===== src/rtl/dchain_pkg.sv =====
package dchain_pkg;

   // Request kinds, in priority order (lowest index wins)
   localparam int NUM_KINDS = 3;
   localparam int KIND_W    = 2;

   typedef enum logic [KIND_W-1:0] {
      KIND_RX  = 2'd0,
      KIND_TX  = 2'd1,
      KIND_MDM = 2'd2
   } kind_e;

   localparam int MAX_SYNC = 4;

endpackage


===== src/rtl/dchain_req_stage.sv =====
module dchain_req_stage #(
   parameter int N           = 3,
   parameter int SYNC_STAGES = 2
) (
   input  logic         clk,
   input  logic         rst_n,
   input  logic [N-1:0] req_n,
   input  logic         hold,
   output logic [N-1:0] pend
);

   logic [N-1:0] sync_out;
   logic [N-1:0] pend_q;

   generate
      if (N < 1) begin : g_bad_n
         $error("dchain_req_stage: N must be at least 1");
      end
      if (SYNC_STAGES < 0 || SYNC_STAGES > dchain_pkg::MAX_SYNC) begin : g_bad_sync
         $error("dchain_req_stage: SYNC_STAGES out of range");
      end

      if (SYNC_STAGES == 0) begin : g_direct
         assign sync_out = ~req_n;
      end else begin : g_sync
         logic [SYNC_STAGES-1:0][N-1:0] sr_q;
         always_ff @(posedge clk or negedge rst_n) begin
            if (!rst_n) begin
               sr_q <= '0;
            end else begin
               sr_q[0] <= ~req_n;
               for (int k = 1; k < SYNC_STAGES; k++) begin
                  sr_q[k] <= sr_q[k-1];
               end
            end
         end
         assign sync_out = sr_q[SYNC_STAGES-1];
      end
   endgenerate

   // pending set updates only outside an acknowledge
   always_ff @(posedge clk or negedge rst_n) begin
      if (!rst_n) begin
         pend_q <= '0;
      end else if (!hold) begin
         pend_q <= sync_out;
      end
   end

   assign pend = pend_q;


   hold_freeze_chk: assert property (@(posedge clk) disable iff (!rst_n)
      $past(hold) |-> $stable(pend_q));

endmodule


===== src/rtl/dchain_prio_pick.sv =====
module dchain_prio_pick #(
   parameter int N = 3
) (
   input  logic [N-1:0] cand,
   output logic [N-1:0] pick_oh
);

   generate
      if (N < 1) begin : g_bad_n
         $error("dchain_prio_pick: N must be at least 1");
      end
      for (genvar i = 0; i < N; i++) begin : g_pick
         if (i == 0) begin : g_top
            assign pick_oh[i] = cand[i];
         end else begin : g_rest
            assign pick_oh[i] = cand[i] & ~(|cand[i-1:0]);
         end
      end
   endgenerate

endmodule


===== src/rtl/dchain_vec_bank.sv =====
module dchain_vec_bank #(
   parameter int N     = 3,
   parameter int W     = 8,
   parameter int SEL_W = 2
) (
   input  logic                clk,
   input  logic                rst_n,
   input  logic                we,
   input  logic [SEL_W-1:0]    sel,
   input  logic [W-1:0]        wdata,
   input  logic [N-1:0]        pick_oh,
   output logic [N-1:0][W-1:0] vecs,
   output logic [W-1:0]        rd
);

   logic [N-1:0][W-1:0] vec_q;

   generate
      if ((1 << SEL_W) < N) begin : g_bad_sel
         $error("dchain_vec_bank: SEL_W too narrow for N");
      end
      for (genvar i = 0; i < N; i++) begin : g_reg
         logic hit;
         assign hit = we && (sel == SEL_W'(i));
         always_ff @(posedge clk or negedge rst_n) begin
            if (!rst_n) begin
               vec_q[i] <= '0;
            end else if (hit) begin
               vec_q[i] <= wdata;
            end
         end

         vec_load_chk: assert property (@(posedge clk) disable iff (!rst_n)
            (we && sel == SEL_W'(i)) |=> (vec_q[i] == $past(wdata)));
      end
   endgenerate

   always_comb begin
      rd = '0;
      for (int i = 0; i < N; i++) begin
         if (pick_oh[i]) rd = rd | vec_q[i];
      end
   end

   assign vecs = vec_q;


   spare_sel_chk: assert property (@(posedge clk) disable iff (!rst_n)
      (we && sel >= SEL_W'(N)) |=> $stable(vec_q));

endmodule


===== src/rtl/dchain_vec_arb.sv =====
module dchain_vec_arb #(
   parameter int VEC_W       = 8,
   parameter int SYNC_STAGES = 2
) (
   input  logic                          clk,
   input  logic                          rst_n,
   input  logic                          req_rx_n,
   input  logic                          req_tx_n,
   input  logic                          req_mdm_n,
   output logic                          svc_req_n,
   input  logic                          ack_n,
   input  logic [dchain_pkg::NUM_KINDS-1:0] ack_mask,
   input  logic                          grant_n,
   output logic                          pass_n,
   input  logic                          vec_we,
   input  logic [dchain_pkg::KIND_W-1:0] vec_sel,
   input  logic [VEC_W-1:0]              vec_wdata,
   output logic                          bus_oe,
   output logic [VEC_W-1:0]              bus_data
);

   localparam int NK = dchain_pkg::NUM_KINDS;
   localparam int SW = dchain_pkg::KIND_W;

   generate
      if (VEC_W < 1) begin : g_bad_w
         $error("dchain_vec_arb: VEC_W must be at least 1");
      end
   endgenerate

   logic [NK-1:0]            req_n_vec;
   logic [NK-1:0]            pend;
   logic [NK-1:0]            cand;
   logic [NK-1:0]            pick_oh;
   logic [NK-1:0][VEC_W-1:0] vecs;
   logic [VEC_W-1:0]         vec_rd;
   logic                     granted;
   logic                     claim;

   always_comb begin
      req_n_vec = '1;
      req_n_vec[dchain_pkg::KIND_RX]  = req_rx_n;
      req_n_vec[dchain_pkg::KIND_TX]  = req_tx_n;
      req_n_vec[dchain_pkg::KIND_MDM] = req_mdm_n;
   end

   dchain_req_stage #(.N(NK), .SYNC_STAGES(SYNC_STAGES)) u_req (
      .clk   (clk),
      .rst_n (rst_n),
      .req_n (req_n_vec),
      .hold  (!ack_n),
      .pend  (pend)
   );

   assign cand = pend & ack_mask;

   dchain_prio_pick #(.N(NK)) u_pick (
      .cand    (cand),
      .pick_oh (pick_oh)
   );

   dchain_vec_bank #(.N(NK), .W(VEC_W), .SEL_W(SW)) u_bank (
      .clk     (clk),
      .rst_n   (rst_n),
      .we      (vec_we),
      .sel     (vec_sel),
      .wdata   (vec_wdata),
      .pick_oh (pick_oh),
      .vecs    (vecs),
      .rd      (vec_rd)
   );

   assign granted   = !ack_n && !grant_n;
   assign claim     = granted && (|cand);
   assign bus_oe    = claim;
   assign bus_data  = claim ? vec_rd : '0;
   assign pass_n    = !(granted && !(|cand));
   assign svc_req_n = !(|pend);


   idle_quiet_chk: assert property (@(posedge clk) disable iff (!rst_n)
      (ack_n || grant_n) |-> (pass_n && !bus_oe));


   one_route_chk: assert property (@(posedge clk) disable iff (!rst_n)
      (!ack_n && !grant_n) |-> (bus_oe ^ !pass_n));


   bus_idle_zero_chk: assert property (@(posedge clk) disable iff (!rst_n)
      !bus_oe |-> (bus_data == '0));


   rx_first_chk: assert property (@(posedge clk) disable iff (!rst_n)
      (bus_oe && pend[dchain_pkg::KIND_RX] && ack_mask[dchain_pkg::KIND_RX])
      |-> (bus_data == vecs[dchain_pkg::KIND_RX]));

endmodule


===== config.mk =====
export PLATFORM = sky130hd
export DESIGN_NAME = dchain_vec_arb
export DESIGN_NICKNAME = d
export VERILOG_FILES = /design/src/rtl/dchain_pkg.sv /design/src/rtl/dchain_req_stage.sv /design/src/rtl/dchain_prio_pick.sv /design/src/rtl/dchain_vec_bank.sv /design/src/rtl/dchain_vec_arb.sv
export SDC_FILE = /design/constraint.sdc
export NUM_CORES = 1
export LEC_CHECK = 0
export CORE_MARGIN = 1
export CORE_UTILIZATION = 35
export CTS_BUF_LIST = sky130_fd_sc_hd__clkbuf_2 sky130_fd_sc_hd__clkbuf_4 sky130_fd_sc_hd__clkbuf_8
export DETAILED_ROUTE_END_ITERATION = 16
export DONT_BUFFER_PORTS = 1
export PLACE_DENSITY = 0.54
export SLEW_MARGIN = 10
export SYNTH_ARGS = -nofsm -noshare
export SYNTH_HDL_FRONTEND = slang
export SYNTH_SLANG_ARGS = --single-unit

===== constraint.sdc =====
create_clock -name clk -period 1.2 [get_ports clk]
set_input_delay 0.24 -clock clk [delete_from_list [all_inputs] [get_ports clk]]
set_output_delay 0.24 -clock clk [all_outputs]
set_load 0.01 [all_outputs]

==> results of run 1 <==
## worst max-delay path, stage by stage (launching register included)
cell	delay [ps]
dfrtp_1	410
buf_6	130
a22oi_2	160
buf_6	160
buf_12	110
nand3_2	60
a31oi_1	140
buf_4	140
## layer usage
layer  track usage  up-vias
met2         0.259       18
met5             0        -
met1         0.216      498
li1              -      482
met3        0.0531        2
met4        0.0691        0
## layout make-up
| class | count | area share |
|---|---|---|
| Clock inverter | 1 | 0.0152 |
| Sequential cell | 33 | 0.418 |
| Multi-Input combinational cell | 72 | 0.339 |
| Tap cell | 50 | 0.0317 |
| Inverter | 4 | 0.00887 |
| Timing Repair Buffer | 29 | 0.141 |
| Clock buffer | 7 | 0.0456 |
## how the worst min path moves through the flow
stage                   start                    to  depth (start not counted)
floorplan               rst_n        u_bank.vecs[0]                          0
global placement        rst_n  u_req.g_sync.sr_q[1]                          0
detailed placement      rst_n  u_req.g_sync.sr_q[1]                          0
CTS                 req_mdm_n  u_req.g_sync.sr_q[2]                          1
global route         req_tx_n  u_req.g_sync.sr_q[1]                          1
finish               req_rx_n  u_req.g_sync.sr_q[0]                          1
## flip-flops by register name, summed over array words and instances, names as in the netlist
name and cells:
u_bank.vecs 24, u_req.g_sync.sr_q 3, u_req.pend 3, u_req.sync_out 3
## logic make-up (layout without fill, tap and decap cells)
family / after synthesis / in the layout / synth area share
simple gates: 34 / 35 / 0.135
flops: 33 / 33 / 0.568
mux: 27 / 27 / 0.209
compound gates: 10 / 10 / 0.0499
buf+inv: 9 / 41 / 0.0379
## report_power, final
group / leakage [nW] / switching, mW / internal, mW
Combinational: 0.376 / 0.216 / 0.306
Clock: 0.0619 / 0.400 / 0.699
Sequential: 0.389 / 0.0950 / 1.29
Total: 0.827 / 0.712 / 2.29
## cells in the mapped netlist (all sizes together)
master,n,area share
dfrtp,33,0.57
buf,3,0.021
clkbuf,2,0.0069
nor2,1,0.0026
nand3b,2,0.015
a31oi,8,0.034
a222oi,1,0.0069
a22oi,1,0.0086
nor3b,1,0.013
nand2b,1,0.0043
inv,4,0.010
nand3,8,0.028
and2,2,0.0086
nor3,1,0.0034
mux2,27,0.21
nand4,8,0.034
nand2,10,0.026
## what timing repair did
item / CTS / global route
hold endpoints to repair: 33 / 1
resized for setup: 16 / 6
setup buffers: 5 / 1
endpoints found under the setup margin: 11 / 11
gates cloned: 1 / 0
hold buffers: 2 / 1
pin swaps: 5 / 1
## through the flow
step           power, mW  setup TNS (ps)
2_1_floorplan       1.65            -743
3_3_place_gp        1.77           -2420
3_5_place_dp        1.79           -2570
4_1_cts             3.01           -5910
5_1_grt             3.14           -6680
6_report            3.00           -6020
==> run_results.csv, run 1 <==
group,metric,value,unit
clock_tree,cts_max_level,2,
pwr,leakage,0.827,nW
routing,wl_per_cell,17.0,um
final_layout,multi_input_area,669,um^2
yosys,syn_avg_cell_area,12.9,um^2
sta,clock.fmax,0.542,GHz
clock_tree,cts.path.max_buffers,2,
yosys,seq_area_frac_synth,0.568,
clock_tree,cts_tree,"done",
yosys,syn_nets,134,
clock_tree,clock_sinks,33,
critical_path,critPathLaunch,"u_req.pend[1]",
sta,setup_viol,11,
sta,skew,3.80,ps
routing,wl_met1,1.49,mm
final_layout,layout_common_cells,"33 x dfrtp_1, 27 x mux2_2, 19 x buf_4",
die,rows,23,
placement,port_buffers,0,
clock_tree,clock_latency,280,ps
sta,fin_ws,-645,ps
global_routing,overflow,0,
routing,met3_length,142,um
global_routing,antenna_found_initial,0,
critical_path,reg2reg_depth,3,
outcome,violations,"negative setup slack",
placement,dpl_cell_area,1650,um^2
sta,slew_headroom,0.647,
routing,viasPerCell,5.10,
critical_path,path_max_fanout,5,
die,fp.dieW,66.5,um
routing,dr.max_layer_used,"met4",
die,die_h,66.5,um
placement,dp_hpwl,2.14,mm
sta,finalHoldViolations,0,
die,die_area,4420,um^2
yosys,yosys_register_bits,33,
sta,rsz0062_at_grt,"true",
placement,gp_congestion,0.737,
yosys,ys_types,19,
yosys,syn_area,1450,um^2
clock_tree,cts_buffers,5,
sta,holdWs,5.72,ps
critical_path,endpoint_kind,"primary output",
final_layout,diodes,0,
critical_path,r2r_end,"u_req.pend[1]",
final_layout,fin_area,1970,um^2
placement,dp.cells,180,
routing,via_count,1000,
global_routing,grt_use_total,0.168,
critical_path,crit_path_end,"bus_data[0]",
yosys,yosys_warnings,0,
clock_tree,clk_pin_slew,70,ps
final_layout,ff_latch_area,826,um^2
pwr,p_per_area,1520,nW/um^2
sta,drv_slew,0,
die,pin_count,32,
final_layout,final_common_cell,"dfrtp_1",
routing,drt.antenna.violating_nets,0,
placement,dp_slack,-342,ps
pwr,vdd_drop_max,0.903,mV
global_routing,grt_pass1_vias,1045,
critical_path,cp-start-kind,"flip-flop",
outcome,status,"complete, but fails checks",
critical_path,crit_type,"reg2out",
final_layout,num-fill-cells,360,
clock_tree,cts_root_buf,"clkbuf_8",
worst_hold_path,hp-class,"in2reg",
yosys,syn-instance-count,113,
routing,route.detailed.drc,0,
routing,firstDrtPassIters,4,
critical_path,reg2reg_from,"u_req.pend[1]",
critical_path,critPathRequiredTime,960,ps
routing,route.met2.wl,1.67,mm
sta,worst_slew_pin_slew,527,ps
final_layout,drive_gt1_frac,0.548,
sta,period_share,1.54,
final_layout,layout.cells.non_filler,196,
sta,fin_crit,1850,ps
routing,routed_wl,3.33,mm
critical_path,r2r_slack,160,ps
routing,drt_iter0_markers,28,
global_routing,grt_pass1_wl,5.26,mm
final_layout,area_growth_syn_to_layout,35.8,%
die,core,4000,um^2
final_layout,fin_nets,166,
critical_path,critPathArrivalTime,1610,ps
flow_run,maxCapViolCount,0,
global_routing,grt_start_max_net_pins,34,
die,start_util,0.363,
final_layout,fin_util,0.494,
Note: power is estimated with default switching activity, not from simulation.
==> run 2: changes to the inputs <==
--- a/config.mk
+++ b/config.mk
@@ -5,12 +5,14 @@
 export SDC_FILE = /design/constraint.sdc
 export NUM_CORES = 1
 export LEC_CHECK = 0
+export CELL_PAD_IN_SITES_DETAIL_PLACEMENT = 1
+export CELL_PAD_IN_SITES_GLOBAL_PLACEMENT = 2
 export CORE_MARGIN = 1
 export CORE_UTILIZATION = 35
 export CTS_BUF_LIST = sky130_fd_sc_hd__clkbuf_2 sky130_fd_sc_hd__clkbuf_4 sky130_fd_sc_hd__clkbuf_8
 export DETAILED_ROUTE_END_ITERATION = 16
 export DONT_BUFFER_PORTS = 1
-export PLACE_DENSITY = 0.54
+export PLACE_DENSITY = 0.73
 export SLEW_MARGIN = 10
 export SYNTH_ARGS = -nofsm -noshare
 export SYNTH_HDL_FRONTEND = slang
==> run_results.csv, run 2 (synthesis results as in run 1) <==
group,metric,value,unit
outcome,status,"complete, but fails checks",
outcome,violations,"negative setup slack",
pwr,p_seq_frac,0.502,
final_layout,ff_latch_area,827,um^2
critical_path,slowest_delay,400,ps
die,rows,23,
placement,dp.cells,180,
die,core,4000,um^2
worst_hold_path,hp-class,"in2reg",
pwr,sw_frac_of_total,0.251,
pwr,combPwrFrac,0.168,
critical_path,crit_top_cell,"buf_4",
final_layout,largest_reg_flops,24,
sta,period_share,1.54,
placement,dp_hpwl,2.57,mm
pwr,p_per_area,1490,nW/um^2
routing,viasPerCell,5.28,
routing,wl_per_cell,18.6,um
sta,finalHoldViolations,0,
critical_path,cp_top_family,"compound AO/OA/AOI/OAI gates",
critical_path,endpoint_kind,"primary output",
sta,clock.fmax,0.540,GHz
routing,routed_wl,3.60,mm
final_layout,multi_input_area,606,um^2
placement,port_buffers,0,
sta,slew_headroom,0.760,
pwr,clockPowerShare,0.330,
global_routing,grt_pass1_vias,1147,
clock_tree,cts_max_level,2,
routing,route.detailed.drc,0,
critical_path,crit_slowest_cell,"dfrtp_1",
final_layout,fin_nets,164,
routing,via_count,1025,
clock_tree,clk_pin_slew,70,ps
pwr,leakage,0.795,nW
flow_run,maxCapViolCount,0,
routing,drt_iter0_markers,36,
global_routing,grt_pass1_wl,5.75,mm
final_layout,layout_common_cells,"32 x dfrtp_1, 27 x mux2_2, 21 x buf_4",
final_layout,diodes,0,
placement,dpl_cell_area,1650,um^2
die,die_area,4420,um^2
final_layout,num-fill-cells,420,
sta,fin_crit,1850,ps
clock_tree,clock_latency,290,ps
global_routing,antenna_found_initial,0,
critical_path,crit_type,"reg2out",
global_routing,overflow,0,
final_layout,fin_area,1860,um^2
critical_path,cp-start-kind,"flip-flop",
routing,drt.antenna.violating_nets,0,
sta,rsz0062_at_grt,"true",
die,pin_count,32,
final_layout,final_common_cell,"dfrtp_1",
critical_path,cp_cell_sequence,"a222oi_1, nand2b_1, buf_4, a31oi_1, buf_4",
clock_tree,cts_tree,"done",
final_layout,drive_gt1_frac,0.472,
global_routing,grt_start_max_net_pins,34,
pwr,vdd_drop_max,0.971,mV
critical_path,critPathRequiredTime,960,ps
die,fp.dieW,66.5,um
final_layout,area_growth_syn_to_layout,28.0,%
clock_tree,clock_sinks,33,
placement,gp_congestion,0.793,
critical_path,critPathArrivalTime,1610,ps
final_layout,layout.cells.non_filler,194,
pwr,switchingPower,0.693,mW
sta,drv_slew,0,
critical_path,path_buf_inv,2,
clock_tree,cts_buffers,5,
clock_tree,cts_root_buf,"clkbuf_8",
pwr,finalPower,2.76,mW
sta,skew,4.00,ps
pwr,power.internal,2.07,mW
clock_tree,cts.path.max_buffers,2,
sta,fin_ws,-651,ps
sta,setup_viol,11,
routing,firstDrtPassIters,4,
critical_path,path_max_fanout,4,
sta,worst_slew_pin_slew,360,ps
die,start_util,0.363,
global_routing,grt_use_total,0.185,
die,die_h,66.5,um
run 2: final cells by class:
type / count / area share
Sequential cell: 33 / 0.445
Multi-Input combinational cell: 71 / 0.325
Timing Repair Buffer: 28 / 0.134
Clock buffer: 7 / 0.0518
Tap cell: 50 / 0.0336
Inverter: 4 / 0.00807
Clock inverter: 1 / 0.00269
run 2: path summary, 6_finish.rpt:
kind                       cells after the start                 start  slack [ps]                end
setup / recovery                               5         u_req.pend[1]        -650        bus_data[7]
hold / removal                                 1          vec_wdata[1]         100    u_bank.vecs[17]
setup reg to reg                               3         u_req.pend[0]         130      u_req.pend[0]
hold reg to reg                                0  u_req.g_sync.sr_q[0]         350  u_req.sync_out[0]
max in group asynchronous                      2                 rst_n         600      u_req.pend[0]
min in group asynchronous                      2                 rst_n         410    u_bank.vecs[18]
run 2: power groups by stage:
stage          logic [mW]  clock network (mW)  registers, mW
6_report            0.464               0.913           1.39
5_1_grt             0.511               0.986           1.40
4_1_cts             0.471               0.941           1.39
3_5_place_dp        0.406                   0           1.40
3_3_place_gp        0.388                   0           1.39
2_1_floorplan       0.277                   0           1.37
run 2: per-stage QoR:
step	hold slack [ps]	setup TNS (ps)	utilization	setup slack, ps
floorplan	-55.6	-743	-	-82.6
global placement	-55.0	-2350	0.414	-285
detailed placement	-55.2	-2630	0.414	-320
CTS	7.53	-6130	0.462	-656
global route	87.1	-6810	0.465	-741
finish	98.3	-5920	0.465	-651
run 2: timing repair:
item                                   CTS  global route
endpoints found under the hold margin   35             1
gates resized for setup                  7             2
buffers inserted                         1             1
pin swaps                                2             3
hold buffers                             4             1
setup endpoints to repair               11            11
run 2: layer usage:
metal  track usage  wire length, um
met5             0                0
met4        0.0691               74
met1         0.211             1420
met2         0.306             1840
met3        0.0788              267
==> run 3: changes to the inputs <==
--- a/config.mk
+++ b/config.mk
@@ -7,13 +7,13 @@
 export LEC_CHECK = 0
 export CELL_PAD_IN_SITES_DETAIL_PLACEMENT = 1
 export CELL_PAD_IN_SITES_GLOBAL_PLACEMENT = 2
-export CORE_MARGIN = 1
 export CORE_UTILIZATION = 35
 export CTS_BUF_LIST = sky130_fd_sc_hd__clkbuf_2 sky130_fd_sc_hd__clkbuf_4 sky130_fd_sc_hd__clkbuf_8
 export DETAILED_ROUTE_END_ITERATION = 16
 export DONT_BUFFER_PORTS = 1
-export PLACE_DENSITY = 0.73
+export PLACE_DENSITY = 0.65
 export SLEW_MARGIN = 10
 export SYNTH_ARGS = -nofsm -noshare
 export SYNTH_HDL_FRONTEND = slang
+export SYNTH_HIERARCHICAL = 1
 export SYNTH_SLANG_ARGS = --single-unit
==> run_results.csv, run 3 <==
group,metric,value,unit
sta,drv_slew,0,
pwr,sw_frac_of_total,0.244,
yosys,syn_area,1460,um^2
die,core,4000,um^2
final_layout,largest_reg_flops,24,
critical_path,cp-start-kind,"flip-flop",
yosys,synth_top_cell_by_area,"dfrtp_1",
critical_path,endpoint_kind,"primary output",
flow_run,maxCapViolCount,0,
final_layout,drive_gt1_frac,0.531,
yosys,seq_area_frac_synth,0.565,
routing,drt.antenna.violating_nets,0,
clock_tree,cts_buffers,5,
placement,dpl_cell_area,1590,um^2
critical_path,critPathRequiredTime,960,ps
outcome,violations,"negative setup slack",
routing,route.detailed.drc,0,
routing,routed_wl,3.23,mm
pwr,vdd_drop_max,0.817,mV
pwr,p_seq_frac,0.474,
critical_path,path_max_fanout,8,
sta,clock.fmax,0.517,GHz
sta,rsz0062_at_grt,"true",
yosys,syn-instance-count,105,
routing,drt_iter0_markers,69,
yosys,syn_nets,126,
global_routing,grt_pass1_wl,5.16,mm
clock_tree,clock_sinks,33,
critical_path,crit_type,"reg2out",
die,die_area,4440,um^2
sta,slew_headroom,0.788,
sta,setup_tns,-7210,ps
clock_tree,cts_tree,"done",
yosys,synth_top_area_frac,0.565,
sta,skew,0.939,ps
die,pin_count,32,
pwr,leakage,0.865,nW
critical_path,critPathArrivalTime,1690,ps
placement,dp_hpwl,2.16,mm
sta,fin_crit,1930,ps
global_routing,grt_pass1_vias,999,
routing,viasPerCell,5.26,
clock_tree,cts_root_buf,"clkbuf_8",
yosys,yosys_warnings,6,
routing,wl_per_cell,18.1,um
yosys,synthTopCellsByArea,"dfrtp_1 57%, mux2_2 21%, a222oi_1 6.2%",
yosys,syn_avg_cell_area,13.9,um^2
die,rows,23,
routing,firstDrtPassIters,4,
clock_tree,clock_latency,290,ps
final_layout,fin_area,1860,um^2
global_routing,grt_use_total,0.167,
pwr,switchingPower,0.709,mW
clock_tree,cts_max_level,2,
placement,port_buffers,0,
pwr,clockPowerShare,0.359,
yosys,async_flop_share,1.00,
pwr,finalPower,2.91,mW
global_routing,grt_start_max_net_pins,34,
sta,fin_ws,-734,ps
die,die_h,66.6,um
final_layout,fin_nets,148,
yosys,synth_edf_count,0,
pwr,power.internal,2.20,mW
global_routing,overflow,0,
worst_hold_path,hp-class,"in2reg",
yosys,synthTopCellsByCount,"33 x dfrtp_1, 27 x mux2_2, 12 x inv_1",
pwr,combPwrFrac,0.166,
clock_tree,cts.path.max_buffers,2,
sta,worst_slew_pin_slew,319,ps
sta,finalHoldViolations,0,
final_layout,final_common_cell,"dfrtp_1",
yosys,ys_types,16,
final_layout,layout_common_cells,"33 x dfrtp_1, 27 x mux2_2, 12 x inv_1",
pwr,p_per_area,1570,nW/um^2
die,start_util,0.365,
yosys,yosys_register_bits,33,
yosys,synth.most_common_cell,"dfrtp_1",
placement,gp_congestion,0.726,
sta,holdWs,98.3,ps
sta,setup_viol,11,
outcome,status,"complete, but fails checks",
sta,period_share,1.61,
routing,via_count,937,
die,fp.dieW,66.6,um
global_routing,antenna_found_initial,0,
yosys,synth_ff_type,"dfrtp_1",
clock_tree,clk_pin_slew,70,ps
final_layout,diodes,0,
final_layout,area_growth_syn_to_layout,27.1,%
[run 3: changes by cell type in the layout (fill, tap and decap cells not counted), moves of 5 or more]
cell	previous run	this run
nand3_1	7	0
buf_6	1	6
inv_1	4	12
nand2_1	9	0
buf_4	21	7
a222oi_1	1	9
nand4_1	8	0
a31oi_1	7	0
and3b_2	0	8
[run 3: power by group through the flow]
stage                     clock, mW  sequential [mW]  combinational, mW
after global placement            0             1.39              0.377
after global routing           1.14             1.40              0.528
final                          1.05             1.38              0.483
after CTS                      1.09             1.38              0.467
after detailed placement          0             1.40              0.389
after floorplan                   0             1.37              0.304
[run 3: metal layers]
layer	wire, um	part of all wire	vias to the layer above	GRT usage
li1	-	-	426	-
met3	237	0.073	8	0.0582
met2	1610	0.50	33	0.271
met1	1320	0.41	470	0.197
met5	0	0	-	0
met4	58	0.018	0	0.0718
[run 3: stage by stage]
stage | util | std cells | worst slack (ps)
floorplan | - | 105 | -385
global placement | 0.397 | 160 | -566
detailed placement | 0.397 | 160 | -618
CTS | 0.454 | 175 | -746
global route | 0.464 | 178 | -797
finish | 0.464 | 178 | -734
[run 3: final cells by class]
| type | count | area (um^2) |
|---|---|---|
| Clock buffer | 5 | 68.8 |
| Clock inverter | 3 | 46.3 |
| Fill cell | 413 | 2140 |
| Inverter | 12 | 45.0 |
| Multi-Input combinational cell | 56 | 608 |
| Sequential cell | 33 | 826 |
| Tap cell | 50 | 62.6 |
| Timing Repair Buffer | 19 | 200 |
[run 3: kinds of logic after synthesis]
logic type             count (synthesis)  share of synthesized area
DFF                                   33                      0.565
AOI/OAI and AO/OA                      9                     0.0616
buffers and inverters                 16                     0.0437
and+or+nand+nor                       20                      0.122
muxes                                 27                      0.208
[run 3: critical path, cell delays in order, from the launching register on]
cell      delay (ps)
dfrtp_1          390
buf_6            120
a222oi_1         360
buf_4            190
buf_6            120
and3b_2          230
[run 3: path summary, 6_finish.rpt]
path                                       from           endpoint  slack, ps  cells after the start
min                                vec_wdata[6]    u_bank/vecs[14]        100                      1
min reg2reg                u_req/g_sync.sr_q[1]  u_req/sync_out[1]        350                      0
min in group asynchronous                 rst_n      u_req/pend[2]        390                      2
max in group asynchronous                 rst_n    u_bank/vecs[20]        630                      2
max reg2reg                       u_req/pend[2]      u_req/pend[2]        220                      3
max                               u_req/pend[0]        bus_data[4]       -730                      5
[run 3: repair_timing]
| item | 4_1_cts | 5_1_grt |
|---|---|---|
| resized for setup | 8 | 5 |
| setup buffers | 7 | 4 |
| pin swaps | 14 | 11 |
| endpoints found under the setup margin | 11 | 11 |
| hold endpoints to repair | 36 | 0 |
| hold buffers | 5 | 0 |
